## src/rtl/poh_inserter.sv

```systemverilog
module poh_inserter #(
  parameter int DIV = 4
) (
  input  logic       clk,
  input  logic       rst_n,
  input  logic       byte_en,
  input  logic       frame_start,
  input  logic       poh_en,
  input  logic [3:0] poh_idx,
  input  logic [7:0] pay_in,
  output logic [7:0] tx_data,
  output logic       tx_valid,
  input  logic [8:0] src_sel,
  input  logic [1:0] g1_sel,
  input  logic [7:0] b3_mask,
  input  logic       wb_en,
  input  logic [7:0] rx_g1,
  input  logic [7:0] alm_g1,
  input  logic       wr_en,
  input  logic [3:0] wr_addr,
  input  logic [7:0] wr_data,
  input  logic [3:0] rd_addr,
  output logic [7:0] rd_data,
  output logic       ser_clk,
  output logic       ser_frm,
  input  logic       ser_data
);
  localparam int DW = (DIV > 2) ? $clog2(DIV) : 1;
  localparam int NB = 9;
  localparam logic [6:0] LAST_BIT = 7'd64;

  logic [DW-1:0] div_cnt;
  logic [6:0]    bit_cnt;
  logic [63:0]   sreg, ser_img;
  logic          tick;

  assign tick    = div_cnt == DW'(DIV - 1);
  assign ser_clk = div_cnt >= DW'(DIV / 2);
  assign ser_frm = bit_cnt == 7'd0;

  always_ff @(posedge clk or negedge rst_n) begin
    if (!rst_n) begin
      div_cnt <= '0;
      bit_cnt <= '0;
      sreg    <= '0;
      ser_img <= '0;
    end else begin
      div_cnt <= tick ? '0 : div_cnt + 1'b1;
      if (tick) begin
        bit_cnt <= (bit_cnt == LAST_BIT) ? 7'd0 : bit_cnt + 7'd1;
        if (bit_cnt != 7'd0) sreg <= {sreg[62:0], ser_data};
        if (bit_cnt == LAST_BIT) ser_img <= {sreg[62:0], ser_data};
      end
    end
  end

  logic       fs;
  logic [8:0] src_q, src_e;
  logic [1:0] g1_q, g1_e;
  logic [7:0] mask_q, mask_e;
  logic [7:0] bip_acc, bip_prev;
  logic [7:0] img [NB];

  assign fs     = byte_en & frame_start;
  assign src_e  = fs ? src_sel : src_q;
  assign g1_e   = fs ? g1_sel  : g1_q;
  assign mask_e = fs ? b3_mask : mask_q;

  logic       in_col;
  logic [3:0] idx_c;
  logic [2:0] sn;
  logic [5:0] sb_lo;
  logic [7:0] ser_b, ins, out_b;

  assign in_col = poh_en && (poh_idx < 4'(NB));
  assign idx_c  = (poh_idx < 4'(NB)) ? poh_idx : 4'd0;
  assign sn     = (idx_c == 4'd0) ? 3'd0 : 3'(idx_c - 4'd1);
  assign sb_lo  = {3'd7 - sn, 3'b000};
  assign ser_b  = ser_img[sb_lo +: 8];

  always_comb begin
    ins = src_e[idx_c] ? ser_b : img[idx_c];
    if (idx_c == 4'd3 && g1_e == 2'd1) ins = rx_g1;
    if (idx_c == 4'd3 && g1_e == 2'd2) ins = alm_g1;
    if (idx_c == 4'd1) ins = (fs ? bip_acc : bip_prev) ^ mask_e;
  end

  assign out_b   = in_col ? ins : pay_in;
  assign rd_data = (rd_addr < 4'(NB)) ? img[rd_addr] : 8'd0;

  always_ff @(posedge clk or negedge rst_n) begin
    if (!rst_n) begin
      tx_data  <= '0;
      tx_valid <= 1'b0;
      src_q    <= '0;
      g1_q     <= '0;
      mask_q   <= '0;
      bip_acc  <= '0;
      bip_prev <= '0;
    end else begin
      tx_valid <= byte_en;
      if (byte_en) begin
        tx_data <= out_b;
        bip_acc <= fs ? out_b : bip_acc ^ out_b;
      end
      if (fs) begin
        bip_prev <= bip_acc;
        src_q    <= src_sel;
        g1_q     <= g1_sel;
        mask_q   <= b3_mask;
      end
    end
  end

  always_ff @(posedge clk or negedge rst_n) begin
    if (!rst_n) begin
      for (int i = 0; i < NB; i++) img[i] <= '0;
    end else begin
      for (int i = 0; i < NB; i++) begin
        if (wr_en && wr_addr == 4'(i))
          img[i] <= wr_data;
        else if (wb_en && byte_en && in_col && idx_c == 4'(i))
          img[i] <= out_b;
      end
    end
  end
endmodule

```

## config.mk

```make
export PLATFORM = sky130hd
export DESIGN_NAME = poh_inserter
export DESIGN_NICKNAME = d
export VERILOG_FILES = /design/src/rtl/poh_inserter.sv
export SDC_FILE = /design/constraint.sdc
export NUM_CORES = 1
export LEC_CHECK = 0
export ABC_CLOCK_PERIOD_IN_PS = 4600
export BUFFER_PORTS_ARGS = -buffer_cell sky130_fd_sc_hd__buf_2
export CAP_MARGIN = 0
export CORE_UTILIZATION = 65
export CTS_BUF_LIST = sky130_fd_sc_hd__clkbuf_4 sky130_fd_sc_hd__clkbuf_8
export DETAILED_ROUTE_END_ITERATION = 7
export HOLD_SLACK_MARGIN = 0.12
export MAX_ROUTING_LAYER = met4
export PLACE_DENSITY = 0.85
export SLEW_MARGIN = 10
export SYNTH_ARGS = -nofsm -noshare
export SYNTH_HDL_FRONTEND = slang
export SYNTH_SLANG_ARGS = --single-unit
```

## constraint.sdc

```tcl
create_clock -name clk -period 4.6 [get_ports clk]
set_input_delay 0.69 -clock clk [delete_from_list [all_inputs] [get_ports clk]]
set_output_delay 0.69 -clock clk [all_outputs]
set_load 0.01 [all_outputs]
```

==> impl_results.md <==
- Outcome: completed
- CTS root buffer: clkbuf_8
- IO Pins: 90
- Nets: 1286
- Hold Buf Count CTS: 0
- Worst EP required: 5.06 ns
- Clock Sinks: 252
- IO Port Bufs: 89
- Fmax: 289 MHz
- Setup Total Neg Slack: 0 ns
- RSZ-0062 raised after global routing: false
- Routability cong.: 1.04
- Slew @ Worst Pin: 1.17 ns
- Power per Cell Area: 387 nW/um2
- Max-Cap Viols: 0
- Largest cells by area after synthesis: dfrtp_1, mux2_2, o21ai_0, a22oi_1, mux4_2
- Startpoint type of the worst setup path: input port
- Syn Area/Cell: 11.2 um2
- Top-count cell post-synth: dfrtp_1
- Rel. slew slack: 21.9%
- Number of enable flip-flop cells after synthesis: 0
- Cell count after synthesis: 1137
- Sequential area share after synthesis: 49.5%
- Worst Path Arrival: 3.92 ns
- Die X: 142 um
- H-tree level count: 2
- Post-Syn Nets: 1212
- Reg2reg path depth: 7
- YS warnings: 0
- Commonest cells post-synth: dfrtp_1, mux2_2, o21ai_0
- Via/cell ratio: 6.75
- Crit path max fanout: 22
- DR DRC count: 0
- Setup Viol. Count Final: 0
- Critical path's slowest cell: nor2_1
- # fillers: 1271
- Post-synthesis register bit count: 252
- Diode count: 0
- Vias: 10100
- Clk_lat worst skew: 0.57 ns
- Yosys cell types: 77
- Die H: 142 um
- CP Capture Type: register
- Post-CTS Setup Bufs: 0
- Pin count of the biggest net entering global routing: 118
- Worst Hold Class: in -> async
- Leakage: 0.00657 uW
- Avg WL per Cell: 23.0 um
- Worst Skew: 0.0363 ns
- Fin. max-slew vios: 0
- Grt total ovfl: 0
- Post-synth top area cell: dfrtp_1
- Clock Path Buffers: 3
- Worst path cell trace: buf_2, or3b_1, a211o_1, o221a_2, o2111ai_4, a211oi_1, nor2_1, o21ai_0, o21a_1
- First-pass GRT wire length: 54600 um
- Post-Syn Area: 12700 um2
- Die area: 20200 um2
- CTS tree: done
- Initial antenna violation count: 0
- Final Hold Viols: 0
- Wirelength, routed: 34400 um
- Ys flop type: dfrtp_1
- TritonCTS Buffers: 42
- HPWL Detailed: 23500 um
- Worst hold margin: 0.133 ns
- Layout cell share with drive strength beyond 1: 30.9%
- VDD IR max: 245 uV
- Drt first pass iters: 5
- Clock transition at path regs: 0.06 ns
- Core area: 19000 um2
- Kind of critical path: in -> reg
- Vias in the first global route: 9903
- Dpl ws: 0.732 ns
- Initial core utilization: 67.3%
- Iteration-0 DRC Markers: 1173
- # rows: 50
- Final WS setup: 1.14 ns
- Post-synth ARST share: 100%
- Crit share post-route: 75.2%
- Peak per-stage delay on the critical path: 0.81 ns
- CTS resizes: 0
- GR Util All Layers: 36.7%
- Crit path time final: 3.46 ns
- Final ANT Viol Nets: 0
- Yosys top cell area share: 49.5%
- Area Growth Syn to Fin: 11.6%
==> cell families after synthesis <==
kind of cell             Yosys count  synth area share [%]
AO/OA/AOI/OAI                    350                  18.1
XOR/XNOR                          21                  1.44
adder cells (fa/ha/maj)            4                 0.393
buffers and inverters            103                  3.37
flip-flops                       252                  49.5
multiplexers                     200                  19.0
AND/OR/NAND/NOR                  207                  8.19
==> placed cells by master (no fill, tap or decap), types with 7 or more instances in the layout <==
master and n:
and2_1 11, buf_2 88, or4_1 7, clkbuf_4 16, o21a_1 14, mux2_2 155, clkbuf_8 48, nand2_1 68
dfrtp_1 252, o221ai_1 10, mux4_2 17, nor2_1 49, o211ai_1 7, a21oi_1 51, nand2b_1 14, o22ai_1 25
inv_1 16, and3_1 9, xnor2_1 9, mux2i_1 27, a211o_1 7, xor2_1 12, buf_4 27, nand3_1 8
o21ai_0 111, a22oi_1 55
==> per-stage QoR <==
| step | utilization, % | total power, uW | area (um2) | std cells |
|---|---|---|---|---|
| 2_1_floorplan | - | 3230 | 12700 | 1137 |
| 3_3_place_gp | 70.7 | 3520 | 13400 | 1427 |
| 3_5_place_dp | 70.7 | 3550 | 13400 | 1427 |
| 4_1_cts | 75.0 | 5490 | 14200 | 1496 |
| 5_1_grt | 75.0 | 5730 | 14200 | 1496 |
| 6_report | 75.0 | 5500 | 14200 | 1496 |
==> sequential cells by signal, indices dropped and copies added, names as in the netlist <==
register and count:
g1_q 2, img 72, ser_img 64, src_q 9, bip_prev 8, sreg 63, bit_cnt 7, tx_valid 1
div_cnt 2, bip_acc 8, tx_data 8, mask_q 8
==> critical path: cells and delay by family <==
family / cells / cell delay (ns)
compound gates: 6 / 1.46
simple gates: 2 / 1.38
buf+inv: 1 / 0.37
==> routing by layer <==
metal  part of all wire (%)  track usage [%]
met1                     41             51.4
met2                     44             51.4
met3                     12             9.08
met4                    3.7             14.5
met5                      0                -
==> worst paths after layout <==
path,end,slack (ns),start
setup / recovery,img[60],1.14,poh_idx[1]
hold / removal,bit_cnt[4],0.13,rst_n
setup reg to reg,img[60],1.49,src_q[5]
hold reg to reg,div_cnt[0],0.47,div_cnt[0]
max in group asynchronous,tx_data[0],3.40,rst_n
min in group clk,mask_q[2],0.38,b3_mask[2]
==> layout make-up <==
class                           instances  area (um2)  share of cell area, %
Sequential cell                       252        6310                   44.3
Multi-Input combinational cell        782        6040                   42.4
Clock buffer                           64         781                   5.49
Timing Repair Buffer                  117         678                   4.77
Tap cell                              260         325                   2.29
Inverter                               16        60.1                  0.422
Clock inverter                          5        36.3                  0.255
==> power breakdown <==
group          internal, uW  total [uW]  switching [uW]
Combinational           412         908             496
Sequential             2450        2640             199
Clock                  1080        1950             872
Power figures use the tool's default switching activity.
